File: src/rtl/cal_pkg.sv
package cal_pkg;

    localparam int BUS_W  = 32;
    localparam int ADDR_W = 2;
    localparam int SEC_W  = 6;
    localparam int MIN_W  = 6;
    localparam int HOUR_W = 5;
    localparam int DAY_W  = 5;
    localparam int MON_W  = 4;
    localparam int YEAR_W = 6;

    localparam int SEC_LSB  = 0;
    localparam int MIN_LSB  = 8;
    localparam int HOUR_LSB = 16;
    localparam int DAY_LSB  = 0;
    localparam int MON_LSB  = 8;
    localparam int YEAR_LSB = 16;
    localparam int LEAP_BIT = 22;

    localparam int EPOCH_YEAR    = 1970;
    localparam int NUM_SLOTS     = 2;
    localparam int SLOT_DATE     = 0;
    localparam int SLOT_TIME     = 1;
    localparam int CTRL_BUSY_LSB = 7;

    localparam logic [ADDR_W-1:0] ADDR_DATE = ADDR_W'(1);
    localparam logic [ADDR_W-1:0] ADDR_TIME = ADDR_W'(2);

    localparam logic [SEC_W-1:0]  SEC_LAST  = SEC_W'(59);
    localparam logic [MIN_W-1:0]  MIN_LAST  = MIN_W'(59);
    localparam logic [HOUR_W-1:0] HOUR_LAST = HOUR_W'(23);
    localparam logic [MON_W-1:0]  MON_LAST  = MON_W'(12);

    typedef struct packed {
        logic [HOUR_W-1:0] hour;
        logic [MIN_W-1:0]  minute;
        logic [SEC_W-1:0]  second;
    } tod_t;

    typedef struct packed {
        logic              leap;
        logic [YEAR_W-1:0] year;
        logic [MON_W-1:0]  month;
        logic [DAY_W-1:0]  day;
    } ymd_t;

    localparam tod_t TOD_RESET = '{hour: '0, minute: '0, second: '0};
    localparam ymd_t YMD_RESET = '{leap: 1'b0, year: '0, month: MON_W'(1), day: DAY_W'(1)};

    function automatic tod_t word_to_tod(input logic [BUS_W-1:0] w);
        tod_t t;
        t.second = w[SEC_LSB +: SEC_W];
        t.minute = w[MIN_LSB +: MIN_W];
        t.hour   = w[HOUR_LSB +: HOUR_W];
        return t;
    endfunction

    function automatic logic [BUS_W-1:0] tod_to_word(input tod_t t);
        logic [BUS_W-1:0] w;
        w = '0;
        w[SEC_LSB +: SEC_W]   = t.second;
        w[MIN_LSB +: MIN_W]   = t.minute;
        w[HOUR_LSB +: HOUR_W] = t.hour;
        return w;
    endfunction

    function automatic ymd_t word_to_ymd(input logic [BUS_W-1:0] w);
        ymd_t d;
        d.day   = w[DAY_LSB +: DAY_W];
        d.month = w[MON_LSB +: MON_W];
        d.year  = w[YEAR_LSB +: YEAR_W];
        d.leap  = w[LEAP_BIT];
        return d;
    endfunction

    function automatic logic [BUS_W-1:0] ymd_to_word(input ymd_t d);
        logic [BUS_W-1:0] w;
        w = '0;
        w[DAY_LSB +: DAY_W]   = d.day;
        w[MON_LSB +: MON_W]   = d.month;
        w[YEAR_LSB +: YEAR_W] = d.year;
        w[LEAP_BIT]           = d.leap;
        return w;
    endfunction

    function automatic logic [DAY_W-1:0] month_days(input logic [MON_W-1:0] m, input logic leap);
        case (m)
            MON_W'(2):                                 return leap ? DAY_W'(29) : DAY_W'(28);
            MON_W'(4), MON_W'(6), MON_W'(9), MON_W'(11): return DAY_W'(30);
            default:                                   return DAY_W'(31);
        endcase
    endfunction

    function automatic logic leap_for(input logic [YEAR_W-1:0] y);
        logic [11:0] full;
        full = 12'(EPOCH_YEAR) + 12'(y);
        return full[1:0] == 2'b00;
    endfunction

    function automatic logic [ADDR_W-1:0] slot_addr(input int idx);
        return (idx == SLOT_TIME) ? ADDR_TIME : ADDR_DATE;
    endfunction

endpackage

File: src/rtl/cal_hold_slot.sv
module cal_hold_slot #(
    parameter int W = 32
) (
    input  logic         clk,
    input  logic         rst,
    input  logic         take,
    input  logic [W-1:0] data_in,
    input  logic         tick,
    output logic         busy,
    output logic         commit,
    output logic [W-1:0] held
);

    always_ff @(posedge clk) begin
        if (rst) begin
            busy <= 1'b0;
            held <= '0;
        end else if (busy && tick) begin
            busy <= 1'b0;
        end else if (!busy && take) begin
            busy <= 1'b1;
            held <= data_in;
        end
    end

    assign commit = busy & tick;


    set_busy_chk: assert property (@(posedge clk) disable iff (rst)
        (take && !busy) |=> busy);


    busy_hold_chk: assert property (@(posedge clk) disable iff (rst)
        (busy && !tick) |=> busy);


    busy_clear_chk: assert property (@(posedge clk) disable iff (rst)
        (busy && tick) |=> !busy);


    drop_write_chk: assert property (@(posedge clk) disable iff (rst)
        (busy && take) |=> $stable(held));

endmodule

File: src/rtl/cal_tod_step.sv
module cal_tod_step
    import cal_pkg::*;
(
    input  tod_t cur,
    output tod_t nxt,
    output logic day_carry
);

    always_comb begin
        nxt       = cur;
        day_carry = 1'b0;
        if (cur.second >= SEC_LAST) begin
            nxt.second = '0;
            if (cur.minute >= MIN_LAST) begin
                nxt.minute = '0;
                if (cur.hour >= HOUR_LAST) begin
                    nxt.hour  = '0;
                    day_carry = 1'b1;
                end else begin
                    nxt.hour = cur.hour + 1'b1;
                end
            end else begin
                nxt.minute = cur.minute + 1'b1;
            end
        end else begin
            nxt.second = cur.second + 1'b1;
        end
    end

endmodule

File: src/rtl/cal_date_step.sv
module cal_date_step
    import cal_pkg::*;
(
    input  ymd_t cur,
    output ymd_t nxt
);

    logic              month_end;
    logic [YEAR_W-1:0] year_inc;

    assign month_end = cur.day >= month_days(cur.month, cur.leap);
    assign year_inc  = cur.year + 1'b1;

    always_comb begin
        nxt = cur;
        if (!month_end) begin
            nxt.day = cur.day + 1'b1;
        end else begin
            nxt.day = DAY_W'(1);
            if (cur.month >= MON_LAST) begin
                nxt.month = MON_W'(1);
                nxt.year  = year_inc;
                nxt.leap  = leap_for(year_inc);
            end else begin
                nxt.month = cur.month + 1'b1;
            end
        end
    end

endmodule

File: src/rtl/cal_regs.sv
module cal_regs
    import cal_pkg::*;
(
    input  logic              clk,
    input  logic              rst,
    input  logic              sec_tick,
    input  logic              wr_en,
    input  logic [ADDR_W-1:0] wr_addr,
    input  logic [BUS_W-1:0]  wr_data,
    output logic [BUS_W-1:0]  ctrl_rd,
    output logic [BUS_W-1:0]  date_rd,
    output logic [BUS_W-1:0]  time_rd
);

    logic [NUM_SLOTS-1:0] take;
    logic [NUM_SLOTS-1:0] busy;
    logic [NUM_SLOTS-1:0] commit;
    logic [BUS_W-1:0]     slot_word [NUM_SLOTS];

    for (genvar g = 0; g < NUM_SLOTS; g++) begin : g_slot
        assign take[g] = wr_en && (wr_addr == slot_addr(g));
        cal_hold_slot #(.W(BUS_W)) u_slot (
            .clk     (clk),
            .rst     (rst),
            .take    (take[g]),
            .data_in (wr_data),
            .tick    (sec_tick),
            .busy    (busy[g]),
            .commit  (commit[g]),
            .held    (slot_word[g])
        );
    end

    logic unused_word_bits;
    assign unused_word_bits = ^{slot_word[SLOT_DATE], slot_word[SLOT_TIME]};

    tod_t tod_q, tod_next;
    ymd_t ymd_q, ymd_next;
    logic day_carry;

    cal_tod_step u_tod_step (
        .cur       (tod_q),
        .nxt       (tod_next),
        .day_carry (day_carry)
    );

    cal_date_step u_date_step (
        .cur (ymd_q),
        .nxt (ymd_next)
    );

    always_ff @(posedge clk) begin
        if (rst) begin
            tod_q <= TOD_RESET;
            ymd_q <= YMD_RESET;
        end else if (sec_tick) begin
            if (commit[SLOT_TIME]) tod_q <= word_to_tod(slot_word[SLOT_TIME]);
            else                   tod_q <= tod_next;
            if (commit[SLOT_DATE])
                ymd_q <= word_to_ymd(slot_word[SLOT_DATE]);
            else if (!commit[SLOT_TIME] && day_carry)
                ymd_q <= ymd_next;
        end
    end

    always_comb begin
        ctrl_rd = '0;
        ctrl_rd[CTRL_BUSY_LSB +: NUM_SLOTS] = busy;
    end

    assign time_rd = tod_to_word(tod_q);
    assign date_rd = ymd_to_word(ymd_q);


    sec_step_chk: assert property (@(posedge clk) disable iff (rst)
        (sec_tick && !busy[SLOT_TIME] && tod_q.second < SEC_LAST)
        |=> (tod_q.second == $past(tod_q.second) + 1'b1));


    idle_time_chk: assert property (@(posedge clk) disable iff (rst)
        !sec_tick |=> $stable(tod_q));


    date_hold_chk: assert property (@(posedge clk) disable iff (rst)
        (commit[SLOT_TIME] && !commit[SLOT_DATE]) |=> $stable(ymd_q));


    idle_date_chk: assert property (@(posedge clk) disable iff (rst)
        !sec_tick |=> $stable(ymd_q));

endmodule

File: config.mk
export PLATFORM = sky130hd
export DESIGN_NAME = cal_regs
export DESIGN_NICKNAME = d
export VERILOG_FILES = /design/src/rtl/cal_pkg.sv /design/src/rtl/cal_hold_slot.sv /design/src/rtl/cal_tod_step.sv /design/src/rtl/cal_date_step.sv /design/src/rtl/cal_regs.sv
export SDC_FILE = /design/constraint.sdc
export NUM_CORES = 1
export LEC_CHECK = 0
export ABC_AREA = 1
export BUFFER_PORTS_ARGS = -buffer_cell sky130_fd_sc_hd__buf_2
export CORE_ASPECT_RATIO = 0.6
export CORE_MARGIN = 4
export CORE_UTILIZATION = 50
export CTS_BUF_LIST = sky130_fd_sc_hd__clkbuf_8 sky130_fd_sc_hd__clkbuf_16
export DETAILED_ROUTE_END_ITERATION = 12
export GPL_TIMING_DRIVEN = 0
export PLACE_DENSITY = 0.75
export SYNTH_ARGS = -nofsm -noshare
export SYNTH_HDL_FRONTEND = slang
export SYNTH_HIERARCHICAL = 1
export SYNTH_SLANG_ARGS = --single-unit
File: constraint.sdc
create_clock -name clk -period 3.5 [get_ports clk]
set_input_delay 0.35 -clock clk [delete_from_list [all_inputs] [get_ports clk]]
set_output_delay 0.35 -clock clk [all_outputs]
set_load 0.05 [all_outputs]
# Word-level counts from Yosys, hierarchy flattened
# Cells that the tools add are included.
[totals]
regBits = 79
[op_classes]
muxes = 17
n_lt_le_gt_ge = 5
bitwise_logic = 4
n_eq_ne = 7
n_addsub = 7
reduce_logical = 26
[ops]
columns = ["op", "count"]
rows = [
  ["$mux 16", 2],
  ["$mux 11", 2],
  ["$add 6x1->6 const B", 3],
  ["$mux 17", 1],
  ["$mux 5", 3],
  ["$ge 6x6->1 const B", 2],
  ["$mux 6", 2],
  ["$add 5x1->5 const B", 2],
  ["$pmux 5 s2", 1],
  ["$reduce_bool 2->1", 5],
  ["$eq 4x3->1 const B", 2],
  ["$eq 4x4->1 const B", 2],
  ["$reduce_and 2->1", 4],
  ["$logic_and 1x1->1", 7],
  ["$mux 7", 1],
  ["$reduce_and 3->1", 2],
  ["$ge 5x5->1", 1],
  ["$ge 5x5->1 const B", 1],
  ["$add 4x1->4 const B", 1],
  ["$eq 4x2->1 const B", 1],
  ["$ge 4x4->1 const B", 1],
  ["$mux 1", 4],
  ["$mux 4", 1],
  ["$reduce_and 4->1", 1],
  ["other kinds (9)", 14],
]

# Longest topological paths before layout
# Gate-level depths: netlist of the first run.
[depth]
ltp_word = 7
depth_mapped = 20
mapped_depth_nobuf = 20

# Cells and area by module
# Netlist of the first run, hierarchy kept.
[modules_own_cells]
columns = ["module", "seq_area_each_um2", "area_each_um2", "n_inst", "cells_per_inst"]
rows = [
  ["cal_hold_slot", 660.6, 1423.9, 2, 214],
  ["cal_regs", 660.6, 2159.6, 1, 330],
  ["cal_date_step", 0.0, 530.5, 1, 93],
  ["cal_tod_step", 0.0, 495.5, 1, 90],
]

# Least setup slack after synthesis of the first run
# Ideal clock, no wire load.
[synth_path]
path_type = "flip-flop to flip-flop"
startpoint = "register ymd_q (netlist bit date_rd[8])"
endpoint = "register ymd_q (netlist bit date_rd[8])"
path_slack_ns = 0.834
arrival_time_ns = 2.544
path_stages_with_launch = 19
required_time_ns = 3.378
period_less_slack_ns = 2.666
path_cell_list = "dfxtp_1 inv_1 ha_1 nor3b_1 a22oi_1 ha_1 inv_1 nand2_1 nand2_1 nand2_1 nand2_4 clkinv_2 buf_6 nand2_1 o21ai_0 nand2_1 nand2_1 nand3_1 nand3_1"
[synth_rtl]
columns = ["element", "line_no", "source"]
rows = [
  ["start, declared", "cal_regs.sv:38", "ymd_t ymd_q, ymd_next;"],
  ["start signal, assigned", "cal_regs.sv:60", "ymd_q <= word_to_ymd(slot_word[SLOT_DATE]);"],
  ["start signal, assigned", "cal_regs.sv:62", "ymd_q <= ymd_next;"],
]

==> summary.md, run 1 <==
| Metric | Value |
|---|---|
| CP delay by family, top | `simple AND/OR/NAND/NOR gates` |
| Critical Path RT | `3720 ps` |
| CTS tree | `yes` |
| Core ar. | `9256 um^2` |
| Hold_buf cts | `0` |
| Fillers | `906` |
| GRT met3 Usage | `5.964%` |
| Post-Synthesis Cells | `755` |
| Pin count of the biggest net entering global routing | `11` |
| Vias in the first global route | `4,304` |
| Fin crit period | `2596 ps` |
| Finished Core Util | `62.33%` |
| Worst reg2reg endpoint | `date_rd[8]` |
| CP cell instances | `inv_1 > ha_1 > nor3b_1 > a22oi_1 > ha_1 > inv_1 > nand2_1 > nand2_1 > nand2_1 > nand2_4 > clkinv_2 > buf_6 > nand2_1 > o21ai_0 > nand2_1 > nand2_1 > nand3_1 > nand3_1` |
| Placed Instance Area | `5475 um^2` |
| R2R Setup Slk | `900 ps` |
| Routed WL | `12,290 um` |
| Post-CTS Setup Bufs | `0` |
| DRT iter0 DRCs | `344` |
| Setup violators final | `0` |
| Post-DRT Antenna Nets | `0` |
| Tcrit/Tclk final | `74.18%` |
| Mapped Area | `4792 um^2` |
| First-pass GRT wire length | `20,560 um` |
| HPWL Detailed | `9888 um` |
| Area of the multi-input gates | `2517 um^2` |
| Initial antenna violation count | `0` |
| Worst flop-to-flop path startpoint | `date_rd[8]` |
| DRC | `0` |
| Die W | `134.4 um` |
| Worst-margin pin slew | `511.4 ps` |
| Die Ht | `83.83 um` |
| Most frequent CP cell | `nand2_1` |
| Critical path depth | `18` |
| Hold Path Class | `in -> reg` |
| WP data arrival | `2810 ps` |
| Endpoint type of the worst setup path | `flip-flop` |
| Max_cap viols | `0` |
| GRT Max-Usage Layer | `met1` |
| Clk slew on worst S/H paths | `50 ps` |
| Worst reg2reg path depth | `18` |
| Clock Latency Late Sink | `330 ps` |
| Worst setup SP type | `flip-flop` |
| Final instance area | `5769 um^2` |
| GPL Wtd Cong | `0.9353` |
| CTS resizes | `0` |
| Layout cells sized above 1 | `22.77%` |
| Synth Area per Inst | `6.347 um^2` |
| P_leak | `3.361 nW` |
| RSZ-0062 raised after global routing | `no` |
| Vias per inst | `4.649` |
| Result of the run | `finished, final reports clean` |
| GRT met2 Usage | `31.86%` |
| DRT Pass-1 Iters | `5` |
| Root Driver | `clkbuf_16` |
| F_max | `0.3852 GHz` |
| Final nets | `935` |
| Tot GR Track Use | `22.31%` |
| Crit path from | `date_rd[8]` |
| CP bufs+invs | `4` |
| Top Ports | `134` |
| Site row count | `27` |
| N_diodes | `0` |
| Starting Density | `51.77%` |
| Total number of vias | `4,728` |
| M1 GR Usage | `32.50%` |
| Max FO, Critical Path | `10` |
| Num CTS Buffers | `9` |
| Final Slew Violations | `0` |
| Fin cells | `1,017` |
| GRT Residual Overflow | `0` |
| CTS max path bufs | `2` |
| Synth warn | `6` |
| CTS sink cnt | `68` |
| Setup Skew | `11.60 ps` |
| Area Growth Syn to Fin | `20.39%` |
| Final Hold Fails | `0` |
| Setup TNS | `0 ps` |
| Pwr/cell area | `398.6 nW/um^2` |
| Worst setup path end | `date_rd[8]` |
| Die ar. | `11,270 um^2` |
| VDD IR max | `0.2585 mV` |
| H-Tree Depth | `3` |
| Crit path kind | `reg -> reg` |
| IO buf count | `59` |
| Total power | `2.300 mW` |
| Register area | `1361 um^2` |
| Crit-path slowest cell | `dfxtp_1` |
| Avg WL per Cell | `12.09 um` |
| Worst path max stage delay | `360 ps` |
| Headroom to the max-slew limit | `65.91%` |
| Cells after DPL | `1,004` |
[per-stage QoR]
stage	worst slack (ps)	hold slack, ps
after floorplan	834.4	452.4
after global placement	1010	466.7
after detailed placement	955.0	470.6
after CTS	939.2	337.9
after global routing	657.2	365.6
final	903.9	349.7
[registers in the layout (all words and copies together) (netlist names)]
name and cells:
date_rd 16, g_slot.u_slot/held 33, g_slot.u_slot/busy 2, time_rd 17
[worst min-delay path by stage]
| stage | cells after the start | to | start | slack, ps |
|---|---|---|---|---|
| finish | 5 | g_slot[1].u_slot/held[12] | wr_data[12] | 350 |
| global route | 4 | g_slot[1].u_slot/busy | sec_tick | 370 |
| CTS | 4 | g_slot[0].u_slot/busy | sec_tick | 340 |
| detailed placement | 2 | g_slot[1].u_slot/held[1] | g_slot[1].u_slot/held[1] | 470 |
| global placement | 2 | g_slot[1].u_slot/held[3] | g_slot[1].u_slot/held[3] | 470 |
| floorplan | 2 | g_slot[1].u_slot/held[17] | g_slot[1].u_slot/held[17] | 450 |
[area by class of cell]
type	instances	area share [%]
Clock buffer	9	3.904
Timing Repair Buffer	59	5.118
Tap cell	130	2.819
Sequential cell	68	23.60
Multi-Input combinational cell	539	43.63
Clock inverter	4	1.193
Buffer	105	12.86
Inverter	103	6.875
[metal layers]
metal / share of wire [%] / vias to the layer above
met2: 39 / 207
li1: - / 2429
met4: 1.5 / 0
met1: 51 / 2077
met5: 0 / -
met3: 8.5 / 15
[placed cells by master, fill, tap and decap left out, types with 2 or more instances in the layout]
cell type,n
nor2_4,8
conb_1,61
ha_1,12
inv_1,97
buf_6,10
nand3b_1,2
o21ai_0,10
clkinv_2,3
clkbuf_16,9
a21oi_1,8
nor2_2,3
dfxtp_1,68
nand2_1,201
o211ai_1,17
inv_2,3
o21ai_1,3
buf_1,5
xor2_1,4
nand2_2,3
buf_2,85
nand2_4,4
nand4_1,3
nor2_1,120
buf_4,64
xnor2_1,2
bufinv_16,2
nand3_1,69
[where the power goes]
group / total [mW] / switching, mW / internal [mW]
logic: 0.514 / 0.363 / 0.150
clock network: 0.933 / 0.326 / 0.607
registers: 0.853 / 0.0387 / 0.814
total: 2.30 / 0.728 / 1.57
[worst min-delay path, delay by kind of cell]
family,cells,cell delay [ps]
buf+inv,2,100
simple gates,3,200
No activity file was read; power rests on OpenSTA's default activity.
==> inputs of run 2 (changes only) <==
ABC_AREA = 0   (was 1)
PLACE_DENSITY = 0.77   (was 0.75)
clock period = 2.3 ns   (was 3.5 ns; I/O delays follow)
==> run 2 against run 1 <==
  * Clock skew down 3.9 ps
  * Wire length rose by 1.0%
  * Critical endpoint is now date_rd[18]
  * The run now ends with negative setup slack left
  * Critical path depth fell by 4
  * First-iteration DRC count decreased by 41%
  * Critical path type unchanged
  * Clock power is 34% higher
  * Final cell count decreased by 21%
  * Highest routed layer unchanged
==> summary.md, run 2 <==
| Metric | Value |
|---|---|
| Result of the run | `finished, violations left (was finished, final reports clean)` |
| HP Start | `wr_data[21] (was wr_data[12])` |
| Critical Path RT | `2520 ps (was 3720 ps)` |
| Initial antenna violation count | `0 (unchanged)` |
| Vias per inst | `5.100 (was 4.649)` |
| Tot GR Track Use | `20.85% (was 22.31%)` |
| HPWL Detailed | `9516 um (was 9888 um)` |
| Clk slew on worst S/H paths | `50 ps (about the same)` |
| Synth warn | `6 (unchanged)` |
| Max FO, Critical Path | `5 (was 10)` |
| Metal-1 WL | `5771 um (was 6213 um)` |
| Max reg flops | `33 (unchanged)` |
| Post-DRT Antenna Nets | `0 (unchanged)` |
| F_max | `0.3813 GHz (was 0.3852 GHz)` |
| Die ar. | `11,470 um^2 (was 11,270 um^2)` |
| DRC | `0 (unchanged)` |
| Worst setup SP type | `flip-flop (unchanged)` |
| Num CTS Buffers | `9 (unchanged)` |
| Die Ht | `84.59 um (was 83.83 um)` |
| Finished Core Util | `64.78% (was 62.33%)` |
| Tcrit/Tclk final | `114.0% (was 74.18%)` |
| Worst path max stage delay | `390 ps (was 360 ps)` |
| WHS | `176.2 ps (was 349.7 ps)` |
| Most frequent standard cell in the layout excluding fill and tap cells | `buf_4 (was nand2_1)` |
| CTS sink cnt | `68 (unchanged)` |
| Final nets | `717 (was 935)` |
| CP cell instances | `inv_6 > ha_4 > a221o_1 > nand2_1 > ha_1 > nand2b_4 > a21o_4 > buf_4 > buf_8 > nand3_4 > xnor2_2 > mux2i_1 > nor2_1 > mux2_4 (was inv_1 > ha_1 > nor3b_1 > a22oi_1 > ha_1 > inv_1 > nand2_1 > nand2_1 > nand2_1 > nand2_4 > clkinv_2 > buf_6 > nand2_1 > o21ai_0 > nand2_1 > nand2_1 > nand3_1 > nand3_1)` |
| Max_cap viols | `0 (unchanged)` |
| GRT Residual Overflow | `0 (unchanged)` |
| Core ar. | `9358 um^2 (was 9256 um^2)` |
| Starting Density | `52.24% (was 51.77%)` |
| CP delay by family, top | `compound AO/OA/AOI/OAI gates (was simple AND/OR/NAND/NOR gates)` |
| Fin crit period | `2623 ps (was 2596 ps)` |
| RSZ-0062 raised after global routing | `yes (was no)` |
| Total number of vias | `4,085 (was 4,728)` |
| Largest reg by FF count | `g_slot.u_slot/held (unchanged)` |
| First-pass GRT wire length | `19,150 um (was 20,560 um)` |
| Met2 wire length | `5433 um (was 4845 um)` |
| Final Slew Violations | `0 (unchanged)` |
| Crit path kind | `reg -> reg (unchanged)` |
| DRT Pass-1 Iters | `5 (unchanged)` |
| Post-Synthesis Cells | `530 (was 755)` |
| Site row count | `27 (unchanged)` |
| IO buf count | `59 (unchanged)` |
| Worst-margin pin slew | `621.5 ps (was 511.4 ps)` |
| H-Tree Depth | `3 (unchanged)` |
| Hold Path Class | `in -> reg (unchanged)` |
| Routed WL | `12,420 um (was 12,290 um)` |
| Avg WL per Cell | `15.50 um (was 12.09 um)` |
| Pin count of the biggest net entering global routing | `13 (was 11)` |
| Top layer in use | `met4 (unchanged)` |
| Top Ports | `134 (unchanged)` |
| DRT iter0 DRCs | `202 (was 344)` |
| Final Hold Fails | `0 (unchanged)` |
| CTS max path bufs | `2 (unchanged)` |
| GPL Wtd Cong | `0.8959 (was 0.9353)` |
| WP data arrival | `2840 ps (was 2810 ps)` |
| CP bufs+invs | `3 (was 4)` |
| Setup violators final | `16 (was 0)` |
| Area Growth Syn to Fin | `24.01% (was 20.39%)` |
| Most frequent cells in the layout | `buf_4, buf_2, conb_1, dfxtp_1, nor2_1 (was nand2_1, nor2_1, inv_1)` |
| P_leak | `2.689 nW (was 3.361 nW)` |
| Endpoint type of the worst setup path | `flip-flop (unchanged)` |
| Synth Area per Inst | `9.223 um^2 (was 6.347 um^2)` |
| Layout cells sized above 1 | `36.96% (was 22.77%)` |
| Wire length on met3 | `1042 um (was 1046 um)` |
| Pwr/cell area | `530.9 nW/um^2 (was 398.6 nW/um^2)` |
| Fillers | `791 (was 906)` |
| Die W | `135.7 um (was 134.4 um)` |
| Mapped Area | `4888 um^2 (was 4792 um^2)` |
| Final worst slack | `-322.8 ps (was 903.9 ps)` |
| Clock Latency Late Sink | `330 ps (about the same)` |
| CTS tree | `yes (unchanged)` |
| N_diodes | `0 (unchanged)` |
| Headroom to the max-slew limit | `58.56% (was 65.91%)` |
| Worst flop-to-flop path startpoint | `date_rd[8] (unchanged)` |
| VDD IR max | `0.3670 mV (was 0.2585 mV)` |
| Setup Skew | `7.693 ps (was 11.60 ps)` |
| Root Driver | `clkbuf_16 (unchanged)` |
| Vias in the first global route | `3,853 (was 4,304)` |
| Crit-path slowest cell | `dfxtp_4 (was dfxtp_1)` |
| Failing checks | `negative setup slack` |
| Crit path from | `date_rd[8] (unchanged)` |
==> run 2: layer usage <==
layer  up-vias  global-route usage (%)
met1      1910                   29.21
met2       160                   31.54
met3        21                   5.689
met4         0                   5.672
li1       1994                       -
met5         -                       0
==> run 2: final timing paths <==
path,to,slack (ps),depth (start not counted)
setup / recovery,date_rd[18],-320,14
hold / removal,g_slot[0].u_slot/held[21],180,3
setup reg to reg,date_rd[18],-320,14
hold reg to reg,g_slot[1].u_slot/held[20],470,2
==> run 2: where the power goes <==
group,internal [mW],switching [mW],total [mW]
clock,0.770,0.484,1.25
sequential,1.22,0.0483,1.27
combinational,0.227,0.471,0.698
total,2.22,1.00,3.22
==> run 2: what timing repair did <==
item | 4_1_cts | 5_1_grt
hold endpoints to repair | 0 | 0
setup endpoints to repair | 16 | 16
buffers inserted | 6 | 4
gates resized for setup | 8 | 21
hold buffers | 0 | 0
pin swaps | 3 | 4
==> run 2: final cells by class <==
class / instances / area (um^2) / area share, %
plain buffers: 110 / 800.8 / 13.21
clock buffers: 11 / 252.7 / 4.169
flip-flops and latches: 68 / 1378 / 22.72
repair buffers: 68 / 377.9 / 6.233
clock inverters: 4 / 17.52 / 0.2890
multi-input cells: 406 / 3050 / 50.32
inverters: 4 / 22.52 / 0.3715
well taps: 130 / 162.7 / 2.683
==> run 2: metrics by stage <==
stage | area [um^2] | power (mW) | setup WS, ps | setup TNS [ps] | std cells
final | 6062 | 3.219 | -322.8 | -3344 | 801
after global routing | 6062 | 3.340 | -403.3 | -4575 | 801
after CTS | 5953 | 3.233 | -312.6 | -2511 | 798
after detailed placement | 5618 | 1.974 | -386.2 | -2620 | 779
after global placement | 5618 | 1.959 | -318.0 | -2127 | 779
after floorplan | 5160 | 1.860 | -293.3 | -1716 | 590
==> run 2: worst register-to-register path, stage by stage, from the launching register on <==
cell and delay (ps):
dfxtp_4 390, inv_6 50, ha_4 150, a221o_1 310, nand2_1 70, ha_1 220
nand2b_4 140, a21o_4 230, buf_4 140, buf_8 140, nand3_4 70, xnor2_2 70
mux2i_1 190, nor2_1 70, mux2_4 280
